==> config.mk <==
export PLATFORM = sky130hd
export DESIGN_NAME = mfd_monitor
export DESIGN_NICKNAME = d
export VERILOG_FILES = /design/src/rtl/mfd_pkg.sv /design/src/rtl/mfd_bit_det.sv /design/src/rtl/mfd_wide_or.sv /design/src/rtl/mfd_monitor.sv
export SDC_FILE = /design/constraint.sdc
export NUM_CORES = 1
export LEC_CHECK = 0
export BUFFER_PORTS_ARGS = -buffer_cell sky130_fd_sc_hd__buf_2
export CORE_MARGIN = 1
export CORE_UTILIZATION = 30
export CTS_CLUSTER_SIZE = 30
export DETAILED_ROUTE_END_ITERATION = 8
export MAX_ROUTING_LAYER = met4
export PLACE_DENSITY_LB_ADDON = 0.2
export SLEW_MARGIN = 20
export SYNTH_ARGS = -nofsm -noshare
export SYNTH_HDL_FRONTEND = slang
export SYNTH_SLANG_ARGS = --single-unit
==> constraint.sdc <==
create_clock -name clk -period 1 [get_ports clk]
set_input_delay 0 -clock clk [delete_from_list [all_inputs] [get_ports clk]]
set_output_delay 0 -clock clk [all_outputs]
set_load 0.01 [all_outputs]
==> src/rtl/mfd_pkg.sv <==
package mfd_pkg;

    localparam int unsigned MFD_DEFAULT_N = 10;

    // One input's fault rule: not masked and away from its expected level.
    function automatic logic mfd_deviates(input logic obs_b,
                                          input logic exp_b,
                                          input logic ign_b);
        return (!ign_b) && (obs_b != exp_b);
    endfunction

endpackage

==> src/rtl/mfd_bit_det.sv <==
module mfd_bit_det
    import mfd_pkg::*;
(
    input  logic obs_b,
    input  logic exp_b,
    input  logic ign_b,
    output logic dev_b
);

    always_comb begin
        dev_b = mfd_deviates(obs_b, exp_b, ign_b);
    end

endmodule

==> src/rtl/mfd_wide_or.sv <==
module mfd_wide_or #(
    parameter int unsigned W = 10
) (
    input  logic [W-1:0] bits,
    output logic         any
);

    localparam int unsigned LAST = W - 1;

    logic [W-1:0] chain;

    assign chain[0] = bits[0];

    genvar g;
    generate
        for (g = 1; g < W; g++) begin : g_chain
            assign chain[g] = chain[g-1] | bits[g];
        end
    endgenerate

    assign any = chain[LAST];

endmodule

==> src/rtl/mfd_monitor.sv <==
module mfd_monitor
    import mfd_pkg::*;
#(
    parameter int unsigned N = MFD_DEFAULT_N
) (
    input  logic         clk,
    input  logic         rst_n,
    input  logic         mon_en,
    input  logic [N-1:0] obs,
    input  logic [N-1:0] expect_hi,
    input  logic [N-1:0] ignore,
    output logic [N-1:0] dev_now,
    output logic [N-1:0] trip_vec,
    output logic         trip
);

    typedef struct packed {
        logic         trip;
        logic [N-1:0] vec;
    } mon_state_t;

    localparam mon_state_t MON_RESET = '{trip: 1'b0, vec: '0};

    mon_state_t st_d, st_q;
    logic       any_dev;

    genvar i;
    generate
        for (i = 0; i < N; i++) begin : g_bit
            mfd_bit_det u_det (
                .obs_b (obs[i]),
                .exp_b (expect_hi[i]),
                .ign_b (ignore[i]),
                .dev_b (dev_now[i])
            );
        end
    endgenerate

    mfd_wide_or #(.W(N)) u_or (
        .bits (dev_now),
        .any  (any_dev)
    );

    always_comb begin
        st_d = st_q;
        if (!rst_n) begin
            st_d = MON_RESET;
        end else if (!mon_en) begin
            st_d = MON_RESET;
        end else begin
            st_d.trip = any_dev;
            st_d.vec  = dev_now;
        end
    end

    always_ff @(posedge clk) begin
        st_q <= st_d;
    end

    assign trip     = st_q.trip;
    assign trip_vec = st_q.vec;

    // the first edge after a reset cycle leaves everything clear
    a_r1_reset_clears: assert property (@(posedge clk) disable iff (!rst_n)
        $past(!rst_n) |-> (!trip && (trip_vec == '0)));

    // an ignored input never shows a deviation
    a_r3_masked_quiet: assert property (@(posedge clk) disable iff (!rst_n)
        ((dev_now & ignore) == '0));

    // an enabled deviation trips on the next edge
    a_r5_next_edge: assert property (@(posedge clk) disable iff (!rst_n)
        (mon_en && (dev_now != '0)) |=> trip);

    // monitoring off forces the outputs low
    a_r7_disable_low: assert property (@(posedge clk) disable iff (!rst_n)
        !mon_en |=> (!trip && (trip_vec == '0)));

    // no deviation, no trip on the next edge
    a_r8_not_sticky: assert property (@(posedge clk) disable iff (!rst_n)
        (dev_now == '0) |=> !trip);

    // the registered vector agrees with the combined flag
    a_r6_vec_matches_trip: assert property (@(posedge clk) disable iff (!rst_n)
        trip == (trip_vec != '0));

endmodule

# ---- Word-level counts from Yosys, hierarchy flattened
# Index checks and enable logic that the tools add are counted.
dict set report totals {
  out_inout_bits 21
  register_bits 11
  inputBits 33
}
dict set report op_classes {
  eq_ne 10
  n_reduce_logical 21
  bitwise 9
}
# cell n
set op_table {}
lappend op_table {{$logic_and A1 B1 Y1} 10}
lappend op_table {{$logic_not A1 Y1} 10}
lappend op_table {{$ne A1 B1 Y1} 10}
lappend op_table {{$or A1 B1 Y1} 9}
lappend op_table {{$reduce_and A2 Y1} 1}

# ---- Longest topological paths before layout
dict set report logic_depth {
  depth_word 11
  ltp_mapped 4
  depth_no_buf 4
}

# ---- Hierarchy
# Synthesis repeated with hierarchy kept, for this count alone.
dict set report unflattened {
  cells_unflattened 48
  hier_area_um2 455.4
}
# mod area_each_um2 cells_each n_inst seq_area_each_um2
set modules_own_cells {}
lappend modules_own_cells {mfd_monitor 309.0 24 1 220.2}
lappend modules_own_cells {mfd_bit_det 12.5 2 10 0.0}
lappend modules_own_cells {mfd_wide_or 21.3 4 1 0.0}

# ---- Worst setup path after synthesis
# No wires, ideal clock.
dict set report synth_path {
  kind {in2reg}
  from {input expect_hi[0]}
  to {register st_q, in the netlist trip}
  t_required_ns 0.867
  stages 4
  arrival_time_ns 0.586
  setup_slack_ns 0.281
  cell_sequence {xnor2_1 > nor2_1 > nor4_1 > a31oi_1}
}
dict set report synth_via {
  elab_chain_len 11
}
# item line_no
set synth_lines {}
lappend synth_lines {{from (decl)} mfd_monitor.sv:10} ;# input logic [N-1:0] expect_hi,
lappend synth_lines {{$ne A1 B1 Y1} mfd_pkg.sv:9} ;# return (!ign_b) && (obs_b != exp_b);
lappend synth_lines {{$logic_and A1 B1 Y1} mfd_pkg.sv:9}
lappend synth_lines {{named net g_bit[0].u_det.dev_b} mfd_bit_det.sv:7} ;# output logic dev_b
lappend synth_lines {{$or A1 B1 Y1 (9 in series)} mfd_wide_or.sv:17} ;# assign chain[g] = chain[g-1] | bits[g];
lappend synth_lines {{to (signal assigned)} mfd_monitor.sv:57} ;# st_q <= st_d;
lappend synth_lines {{to (decl)} mfd_monitor.sv:24} ;# mon_state_t st_d, st_q;
# The timed path passes the listed nets, and every way through them passes these cells.
# A chain may end at the register's enable or synchronous reset.

# ---- Worst setup path after layout
dict set report layout_path {
  from {input ignore[3]}
  to {output dev_now[3]}
}
dict set report layout_via {
  elab_chain_len 2
}
# item line_no
set layout_lines {}
lappend layout_lines {{from (decl)} mfd_monitor.sv:11} ;# input logic [N-1:0] ignore,
lappend layout_lines {{$logic_not A1 Y1} mfd_pkg.sv:9}
lappend layout_lines {{$logic_and A1 B1 Y1} mfd_pkg.sv:9}
lappend layout_lines {{to (decl)} mfd_monitor.sv:12} ;# output logic [N-1:0] dev_now,
# No other way between the ends.

==> metrics.md <==
| Metric | Value |
|---|---|
| CORE AREA | 1524 um^2 |
| Vias in the first global route | 568 |
| Final non-filler cell total | 129 |
| Initial core utilization | 0.3284 |
| Lkg Pwr | 0.0004366 uW |
| DRC | 0 |
| Max Cap Violations | 0 |
| DR iter-0 viols | 4 |
| Setup ws final | 0.03757 ns |
| Post-placement cell count | 115 |
| Syn_nets | 90 |
| First-pass GRT wire length | 2.042 mm |
| Commonest cells post-synth | 11 x dfxtp_1, 11 x nor2_1, 10 x buf_4, 10 x nor3_1, 10 x xnor2_1 |
| Seq cells post-synth | 11 |
| Die X | 42.85 um |
| Mean Syn Cell Area | 8.780 um^2 |
| Slew Limit Fails | 0 |
| Async SR Flop Fraction | 0 |
| Tot GR Track Use | 0.1516 |
| Routed WL per cell | 9.814 um |
| CP Data Arrival Time | 0.96 ns |
| Crit path capture type | primary output |
| CTS buffer count | 3 |
| PwrDens | 1206 nW/um^2 |
| # IOs | 54 |
| Status | finished clean |
| Total Routed Length | 1.266 mm |
| Worst Tran Pin Value | 0.3982 ns |
| Fmax | 1.039 GHz |
| CTS tree | yes |
| RSZ-0062 raised after global routing | false |
| Post-route clock period utilization | 0.9624 |
| Area growth syn-to-layout | 70.25% |
| Gpl congestion | 0.6391 |
| Post-synthesis cell type count | 9 |
| Via count | 545 |
| # nets final | 147 |
| Fraction of layout cells with a size suffix above 1 | 0.5487 |
| H-tree level count | 1 |
| First-pass detailed-route iteration total | 2 |
| PortBufs | 53 |
| Worst slew margin relative to its limit | 0.7339 |
| Die area | 1836 um^2 |
| Yosys top cell by area | dfxtp_1 |
| CTS max path bufs | 2 |
| Largest net degree at the start of global routing | 12 |
| Row count | 14 |
| Gr ovfl total | 0 |
| WS Path Type | in -> out |
| Post-synthesis cell count | 57 |
| ANT nets after route | 0 |
| Die H | 42.85 um |
| Top cells by area, synth | dfxtp_1 44%, xnor2_1 18%, buf_4 15% |
| Post-route minimum period | 0.9624 ns |
| Yosys top cell area share | 0.4400 |
| Setup crit start kind | input pin |
| Synthesized cell area | 500.5 um^2 |
| Clk slew on worst S/H paths | 0.07 ns |
| Number of synthesized flops with an enable pin | 0 |
| Post-DP HPWL | 887 um |
| CTS Sinks | 11 |
| Worst VDD drop | 0.7428 mV |
| CP required | 1.00 ns |
| Pwr Total | 1027 uW |
| Dpl ws | -0.01401 ns |
| CP Max Fanout | 2 |
| Syn. warnings | 0 |
| Via density | 4.225 |
| Initial antenna violation count | 0 |
| Hold Path Class | in -> reg |
| Diodes inserted | 0 |
| Fill count | 141 |
| Top_reg_cell synth | dfxtp_1 |
| Post-CTS setup buffer count | 0 |
| Clock root cell | clkbuf_4 |
| Final setup fails | 0 |
| Sequential share of the synthesized area | 0.4400 |
| Final hold vios | 0 |
## metal layers
metal | wire length (um) | global-route usage | vias to the layer above
met5 | 0 | - | -
met4 | 0 | 0.07500 | 0
met3 | 70 | 0.02553 | 0
met2 | 680 | 0.2818 | 25
met1 | 515 | 0.1488 | 229
li1 | - | - | 291
## logic make-up (layout without fill, tap and decap cells)
logic type / after synthesis / after routing / synth area share
xor+xnor: 10 / 10 / 0.1750
buf+inv: 11 / 67 / 0.1575
simple gates: 24 / 24 / 0.2150
compound gates: 1 / 1 / 0.01251
flops: 11 / 11 / 0.4400
## layout by cell type (no fill, tap or decap)
cell / n
nor2_2: 5
clkbuf_4: 3
buf_2: 53
nor4_2: 1
nor2_1: 6
dfxtp_1: 11
a31oi_1: 1
clkbuf_1: 1
nor3_1: 10
nand2_1: 1
dlygate4sd3_1: 10
nor4_1: 1
xnor2_1: 10
## per-stage QoR
stage                     TNS (ns)  area [um^2]  hold WS (ns)    util
final                            0        852.1       0.04682  0.5591
after global routing             0        852.1       0.04919  0.5591
after CTS                        0        833.3       0.03510  0.5468
after detailed placement  -0.01401        706.9        0.1829  0.4639
after global placement           0        706.9        0.1811  0.4639
after floorplan                  0        500.5       0.07783       -
## sequential cells by signal, indices dropped and copies added, names as in the netlist
name / count
trip_vec: 10
trip: 1
## layout make-up
class / instances / area (um^2) / area share
clock buffers: 4 / 26.28 / 0.03084
multi-input cells: 35 / 220.2 / 0.2584
flip-flops and latches: 11 / 220.2 / 0.2584
well taps: 16 / 20.02 / 0.02349
repair buffers: 63 / 365.4 / 0.4288
## critical path: stages
cell	delay, ns
dlygate4sd3_1	0.54
buf_2	0.14
nor2_2	0.14
buf_2	0.15
## repair_timing
item,CTS,global route
hold buffers,10,0
setup endpoints to repair,0,4
endpoints found under the hold margin,10,0
resized for setup,0,6
## final timing paths
check       from                endpoint  slack [ns]  cells past startpoint
min       obs[9]  trip_vec[9]$_SDFF_PN0_        0.05                      3
max    ignore[3]              dev_now[3]        0.04                      4
## report_power, final
| part | total [uW] | switching [uW] | internal, uW |
|---|---|---|---|
| registers | 457 | 2.96 | 454 |
| logic | 281 | 133 | 148 |
| clock network | 290 | 136 | 154 |
Power figures use the tool's default switching activity.
